<file path="config.mk">
export PLATFORM = sky130hd
export DESIGN_NAME = src_ring_engine
export DESIGN_NICKNAME = d
export VERILOG_FILES = /design/src/rtl/src_ring_pkg.sv /design/src/rtl/ring_ptrs.sv /design/src/rtl/beat_counter.sv /design/src/rtl/lane_swap.sv /design/src/rtl/src_ring_engine.sv
export SDC_FILE = /design/constraint.sdc
export NUM_CORES = 1
export LEC_CHECK = 0
export BUFFER_PORTS_ARGS = -buffer_cell sky130_fd_sc_hd__buf_4
export CAP_MARGIN = 25
export CORE_MARGIN = 10
export CORE_UTILIZATION = 50
export DETAILED_ROUTE_END_ITERATION = 8
export PLACE_DENSITY = 0.93
export SYNTH_ARGS = -nofsm -noshare
export SYNTH_HDL_FRONTEND = slang
export SYNTH_SLANG_ARGS = --single-unit
</file>
<file path="constraint.sdc">
create_clock -name clk -period 4.3 [get_ports clk]
set_input_delay 0.645 -clock clk [delete_from_list [all_inputs] [get_ports clk]]
set_output_delay 0.645 -clock clk [all_outputs]
set_load 0.02 [all_outputs]
</file>
<file path="src/rtl/src_ring_pkg.sv">
package src_ring_pkg;
  localparam int ADDR_LO_W = 32;
  localparam int ADDR_HI_W = 8;
  localparam int BUF_ADDR_W = ADDR_LO_W + ADDR_HI_W;

  typedef enum logic [2:0] {
    ST_SCAN,
    ST_SCAN_W,
    ST_FETCH,
    ST_LOAD,
    ST_REQ,
    ST_DATA,
    ST_DONE
  } eng_state_e;
endpackage

</file>
<file path="src/rtl/ring_ptrs.sv">
module ring_ptrs #(
  parameter int IDX_W = 3
) (
  input  logic             clk,
  input  logic             rst_n,
  input  logic             post_we,
  input  logic [IDX_W-1:0] post_idx,
  input  logic             cmpl_we,
  input  logic [IDX_W-1:0] cmpl_nxt,
  input  logic             reap_req,
  output logic [IDX_W-1:0] wr_idx,
  output logic [IDX_W-1:0] cmpl_idx,
  output logic [IDX_W-1:0] pend_cnt,
  output logic             full
);
  logic [IDX_W-1:0] reap_q, reap_d, wr_d, cmpl_d;
  logic             reap_ok;

  always_comb begin
    pend_cnt = cmpl_idx - reap_q;
    reap_ok  = reap_req && (pend_cnt != '0);
    reap_d   = reap_ok ? reap_q + 1'b1 : reap_q;
    wr_d     = post_we ? post_idx : wr_idx;
    cmpl_d   = cmpl_we ? cmpl_nxt : cmpl_idx;
    full     = (IDX_W'(wr_idx + 1'b1) == reap_q);
  end

  always_ff @(posedge clk or negedge rst_n) begin
    if (!rst_n) begin
      wr_idx   <= '0;
      cmpl_idx <= '0;
      reap_q   <= '0;
    end else begin
      if (post_we) wr_idx <= wr_d;
      if (cmpl_we) cmpl_idx <= cmpl_d;
      if (reap_ok) reap_q <= reap_d;
    end
  end
endmodule

</file>
<file path="src/rtl/beat_counter.sv">
module beat_counter #(
  parameter int CNT_W = 16
) (
  input  logic             clk,
  input  logic             rst_n,
  input  logic             load,
  input  logic [CNT_W-1:0] load_val,
  input  logic             beat,
  output logic             last
);
  logic [CNT_W-1:0] cnt_q, cnt_d;
  logic             cnt_en;

  always_comb begin
    cnt_en = load || (beat && cnt_q != '0);
    cnt_d  = load ? load_val : cnt_q - 1'b1;
    last   = (cnt_q == CNT_W'(1));
  end

  always_ff @(posedge clk or negedge rst_n) begin
    if (!rst_n) cnt_q <= '0;
    else if (cnt_en) cnt_q <= cnt_d;
  end
endmodule

</file>
<file path="src/rtl/lane_swap.sv">
module lane_swap #(
  parameter int BYTES = 4
) (
  input  logic               en,
  input  logic [8*BYTES-1:0] din,
  output logic [8*BYTES-1:0] dout
);
  for (genvar b = 0; b < BYTES; b++) begin : g_lane
    assign dout[8*b +: 8] = en ? din[8*(BYTES-1-b) +: 8] : din[8*b +: 8];
  end
endmodule

</file>
<file path="src/rtl/src_ring_engine.sv">
module src_ring_engine
  import src_ring_pkg::*;
#(
  parameter int RING_DEPTH = 8,
  parameter int LEN_W      = 16,
  parameter int META_W     = 16,
  parameter int DATA_W     = 32,
  localparam int IDX_W     = $clog2(RING_DEPTH),
  localparam int WB        = DATA_W / 8,
  localparam int WB_SH     = $clog2(WB)
) (
  input  logic                  clk,
  input  logic                  rst_n,
  input  logic                  host_wr_we,
  input  logic [IDX_W-1:0]      host_wr_idx,
  input  logic                  host_reap,
  output logic                  desc_rd_en,
  output logic [IDX_W-1:0]      desc_rd_idx,
  input  logic [ADDR_LO_W-1:0]  dsc_addr_lo,
  input  logic [ADDR_HI_W-1:0]  dsc_addr_hi,
  input  logic [LEN_W-1:0]      dsc_nbytes,
  input  logic [META_W-1:0]     dsc_meta,
  input  logic                  dsc_swap,
  input  logic                  dsc_gather,
  output logic                  mem_req_valid,
  input  logic                  mem_req_ready,
  output logic [BUF_ADDR_W-1:0] mem_req_addr,
  output logic [LEN_W-1:0]      mem_req_len,
  input  logic                  mem_rvalid,
  input  logic [DATA_W-1:0]     mem_rdata,
  output logic                  out_valid,
  output logic [DATA_W-1:0]     out_data,
  output logic                  out_last,
  output logic                  cmpl_valid,
  output logic [BUF_ADDR_W-1:0] cmpl_addr,
  output logic [LEN_W-1:0]      cmpl_len,
  output logic [META_W-1:0]     cmpl_meta,
  output logic [IDX_W-1:0]      hw_rd_idx,
  output logic [IDX_W-1:0]      done_cnt,
  output logic                  ring_full
);
  eng_state_e st_q, st_d;
  logic [IDX_W-1:0]      scan_q, scan_d, cur_q, cur_d;
  logic [BUF_ADDR_W-1:0] d_addr_q;
  logic [LEN_W-1:0]      d_len_q;
  logic [META_W-1:0]     d_meta_q;
  logic                  d_swap_q, d_gather_q;
  logic                  ld_desc, cmpl_we, beat, last_beat;
  logic [IDX_W-1:0]      wr_idx, cmpl_idx;
  logic [LEN_W:0]        wc_sum;
  logic [LEN_W-1:0]      word_cnt;

  assign wc_sum   = {1'b0, dsc_nbytes} + (LEN_W+1)'(WB - 1);
  assign word_cnt = LEN_W'(wc_sum >> WB_SH);

  ring_ptrs #(.IDX_W(IDX_W)) u_ptrs (
    .clk(clk), .rst_n(rst_n),
    .post_we(host_wr_we), .post_idx(host_wr_idx),
    .cmpl_we(cmpl_we), .cmpl_nxt(cur_d),
    .reap_req(host_reap),
    .wr_idx(wr_idx), .cmpl_idx(cmpl_idx),
    .pend_cnt(done_cnt), .full(ring_full)
  );

  beat_counter #(.CNT_W(LEN_W)) u_beats (
    .clk(clk), .rst_n(rst_n),
    .load(ld_desc), .load_val(word_cnt),
    .beat(beat), .last(last_beat)
  );

  lane_swap #(.BYTES(WB)) u_swap (
    .en(d_swap_q), .din(mem_rdata), .dout(out_data)
  );

  // next-state: scan to a closing descriptor, then replay the chain
  always_comb begin
    st_d        = st_q;
    scan_d      = scan_q;
    cur_d       = cur_q;
    desc_rd_en  = 1'b0;
    desc_rd_idx = cur_q;
    ld_desc     = 1'b0;
    cmpl_we     = 1'b0;
    unique case (st_q)
      ST_SCAN: begin
        if (scan_q != wr_idx) begin
          desc_rd_en  = 1'b1;
          desc_rd_idx = scan_q;
          st_d        = ST_SCAN_W;
        end
      end
      ST_SCAN_W: begin
        scan_d = scan_q + 1'b1;
        st_d   = dsc_gather ? ST_SCAN : ST_FETCH;
      end
      ST_FETCH: begin
        desc_rd_en = 1'b1;
        st_d       = ST_LOAD;
      end
      ST_LOAD: begin
        ld_desc = 1'b1;
        st_d    = (dsc_nbytes == '0) ? ST_DONE : ST_REQ;
      end
      ST_REQ:  if (mem_req_ready) st_d = ST_DATA;
      ST_DATA: if (mem_rvalid && last_beat) st_d = ST_DONE;
      ST_DONE: begin
        cur_d   = cur_q + 1'b1;
        cmpl_we = !d_gather_q;
        st_d    = (cur_d == scan_q) ? ST_SCAN : ST_FETCH;
      end
      default: st_d = ST_SCAN;
    endcase
  end

  always_ff @(posedge clk or negedge rst_n) begin
    if (!rst_n) begin
      st_q       <= ST_SCAN;
      scan_q     <= '0;
      cur_q      <= '0;
      d_addr_q   <= '0;
      d_len_q    <= '0;
      d_meta_q   <= '0;
      d_swap_q   <= 1'b0;
      d_gather_q <= 1'b0;
    end else begin
      st_q   <= st_d;
      scan_q <= scan_d;
      cur_q  <= cur_d;
      if (ld_desc) begin
        d_addr_q   <= {dsc_addr_hi, dsc_addr_lo};
        d_len_q    <= dsc_nbytes;
        d_meta_q   <= dsc_meta;
        d_swap_q   <= dsc_swap;
        d_gather_q <= dsc_gather;
      end
    end
  end

  assign beat          = (st_q == ST_DATA) && mem_rvalid;
  assign mem_req_valid = (st_q == ST_REQ);
  assign mem_req_addr  = d_addr_q;
  assign mem_req_len   = d_len_q;
  assign out_valid     = beat;
  assign out_last      = beat && last_beat && !d_gather_q;
  assign cmpl_valid    = cmpl_we;
  assign cmpl_addr     = d_addr_q;
  assign cmpl_len      = d_len_q;
  assign cmpl_meta     = d_meta_q;
  assign hw_rd_idx     = cur_q;
endmodule

</file>
==> flow_summary_export.csv <==
group,metric,value,unit
pwr,max-vdd-ir-drop,0.546,mV
sta,slew_headroom,0.572,
floorplan,pin_count,290,
floorplan,die_area,16300,µm²
sta,period_share,0.669,
routing,vias_per_cell,5.12,
clock_network,clock_sinks,108,
grt,antenna_found_initial,0,
sta,whs,310,ps
sta,finalHoldViolCount,0,
logic_synthesis,ys_warn_count,0,
clock_network,cts_resized,0,
critical_path,startpoint_type,"flip-flop",
critical_path,worst_path_largest_cell_delay,640,ps
logic_synthesis,synth-edff-count,0,
job,maxCapViolCount,0,
pwr,power.density,821,nW/µm²
clock_network,clock_path_buffers,2,
critical_path,cp_data_arrival_time,2230,ps
sta,final.setup_skew,11.1,ps
critical_path,cp_slowest_cell,"or4_1",
pwr,combPwrFrac,0.579,
grt,grt_max_degree,51,
routing,drc,0,
logic_synthesis,netlist_top_cells_area,"dfrtp_1 46%, nand2_1 15%, mux2_2 8.1%",
layout,multi_input_area,2550,µm²
pwr,leakage,4.17,nW
sta,fin_crit,2880,ps
routing,postRouteAntennaNets,0,
pwr,total_power,6.57,mW
routing,drt_iter0_drc,285,
critical_path,crit_fanout,7,
logic_synthesis,synth.cell_area,5810,µm²
sta,tightestPinTransition,642,ps
logic_synthesis,yosysTopAreaCell,"dfrtp_1",
floorplan,rows,39,
pwr,switchingPower,3.01,mW
floorplan,die_y,128,µm
sta,fmaxAchievable,348,MHz
sta,setup_violations,0,
clock_network,clk_pin_slew,70,ps
logic_synthesis,syn_nets,764,
placement,hpwl,14.4,mm
layout,area_delta_synth_final,37.6,%
layout,fillerInstances,891,
logic_synthesis,ys_ff_latch,108,
logic_synthesis,synth-main-ff-cell,"dfrtp_1",
pwr,p_int,3.55,mW
outcome,outcome,"finished clean",
placement,io_buffers,289,
sta,setup_tns,0,ps
critical_path,cp_cell_sequence,"or4_1 > nor2_1 > and4_1 > buf_4",
grt,gr-usage-all-layers,0.210,
min_path,hold_class,"in2async",
grt,grt_pass1_wl,28.1,mm
clock_network,clkLatencyLatePin,340,ps
logic_synthesis,synthTopCellsByCount,"238 x nand2_1, 108 x dfrtp_1, 57 x buf_4, 42 x mux2_2",
routing,drt_pass1_iterations,5,
logic_synthesis,seq_area_frac_synth,0.465,
layout,nets,988,
clock_network,post_cts_buffers,0,
routing,drt-wirelength-per-cell,18.0,µm
routing,wl,18.2,mm
floorplan,core,11400,µm²
placement,gp_congestion,0.862,
floorplan,die_w,128,µm
clock_network,cts-root-buf,"clkbuf_16",
layout,layout-drive-gt1-share,0.418,
grt,grt_overflow_total,0,
logic_synthesis,synth_top_area_frac,0.465,
sta,grt_setup_unrepaired,"false",
logic_synthesis,async_reset_ff_frac,1.00,
clock_network,cts_tree,"yes",
floorplan,start_util,0.509,
pwr,p_clk_frac,0.121,
critical_path,end_kind,"primary output",
clock_network,numCtsBuffers,9,
layout,utilization,0.701,
routing,dr_total_vias,5189,
layout,num_antenna_cells,0,
sta,drv_slew,0,
logic_synthesis,yosysUniqueCellTypes,47,
pwr,swShare,0.459,
critical_path,critPathRequiredTime,3650,ps
pwr,seqPwrFrac,0.300,
clock_network,hold_buffers,0,
logic_synthesis,synthCells,641,
grt,grt_pass1_vias,5425,
logic_synthesis,syn_area_per_cell,9.07,µm²
logic_synthesis,synth_most_common_cell,"nand2_1",
critical_path,crit_type,"reg2out",
layout,seqCellArea,2700,µm²
clock_network,htree_levels,3,
-- area by class of cell --
class	instances	area share
flip-flops and latches	108	0.338
multi-input cells	439	0.319
repair buffers	295	0.279
clock buffers	10	0.0286
well taps	143	0.0224
clock inverters	6	0.00704
inverters	12	0.00563
-- cells in the final DEF, fill, tap and decap left out, drive strengths merged, types with 2 or more instances in the layout --
master / synthesis / routed
xor2: 17 / 17
or3: 5 / 5
clkbuf: 19 / 10
nand2: 238 / 238
nor4: 9 / 9
inv: 12 / 15
o31ai: 2 / 2
and3: 4 / 4
dfrtp: 108 / 108
or4: 4 / 4
ha: 7 / 7
nand4: 2 / 2
nor3: 12 / 12
nand3: 13 / 13
a21o: 3 / 3
mux2i: 6 / 6
a21oi: 7 / 7
mux2: 42 / 42
a221oi: 2 / 2
nor2: 21 / 21
clkinv: 0 / 2
buf: 63 / 295
xnor2: 21 / 21
a41oi: 2 / 2
o21ai: 3 / 3
a211oi: 4 / 4
-- per-stage QoR --
step	instance area, µm²	setup slack [ps]	instances
6_report	8000	1420	1013
5_1_grt	8000	1350	1013
4_1_cts	8000	1450	1013
3_5_place_dp	7710	1800	997
3_3_place_gp	7690	1890	996
2_1_floorplan	5810	2050	641
-- registers in the layout, summed over array words and instances, names as in the netlist --
| register | flops |
|---|---|
| cmpl_len | 16 |
| u_beats.cnt_q | 16 |
| d_swap_q | 1 |
| u_ptrs.reap_q | 3 |
| d_gather_q | 1 |
| cmpl_addr | 40 |
| scan_q | 3 |
| cmpl_meta | 16 |
| hw_rd_idx | 3 |
| u_ptrs.cmpl_idx | 3 |
| u_ptrs.wr_idx | 3 |
| st_q | 3 |
-- power by group through the flow --
stage	Combinational (mW)	Sequential [mW]	Clock, mW
CTS	3.87	1.97	0.813
finish	3.80	1.97	0.794
floorplan	2.12	2.29	0
global route	4.10	2.04	0.851
global placement	3.70	1.99	0
detailed placement	3.86	1.98	0
-- worst max-delay path: cells and delay by family (launching register included) --
family | cells | cell delay (ps)
buf+inv | 1 | 150
simple gates | 3 | 1310
flops | 1 | 430
-- routing by layer --
| metal | GRT usage | vias up | wire length (µm) | share of wire |
|---|---|---|---|---|
| met5 | 0 | - | 0 | 0 |
| met4 | 0.0596 | 0 | 316 | 0.017 |
| met3 | 0.0616 | 22 | 1410 | 0.077 |
| met2 | 0.389 | 210 | 9800 | 0.54 |
| met1 | 0.224 | 2470 | 6690 | 0.37 |
| li1 | - | 2487 | - | - |
-- cells by family (layout without fill, tap and decap cells) --
group,after synthesis,after routing,share of synthesized area
AOI/OAI and AO/OA,31,31,0.0377
xor gates and xnor gates,38,38,0.0573
adders and majority gates,8,8,0.0185
buffers and inverters,94,323,0.0981
DFF,108,108,0.465
muxes,48,48,0.0917
and+or+nand+nor,314,314,0.232
-- worst paths after layout --
path | startpoint | to | slack [ps] | depth (start not counted)
max | u_beats.cnt_q[8] | out_last | 1420 | 4
max reg2reg | u_beats.cnt_q[0] | u_beats.cnt_q[14] | 1970 | 7
min reg2reg | cmpl_meta[4] | cmpl_meta[4] | 480 | 2
min | rst_n | cmpl_addr[1] | 310 | 1
max in group asynchronous | rst_n | cmpl_addr[39] | 3050 | 2
min in group clk | cmpl_meta[4] | cmpl_meta[4] | 480 | 2
(Power assumes the default switching activity.)
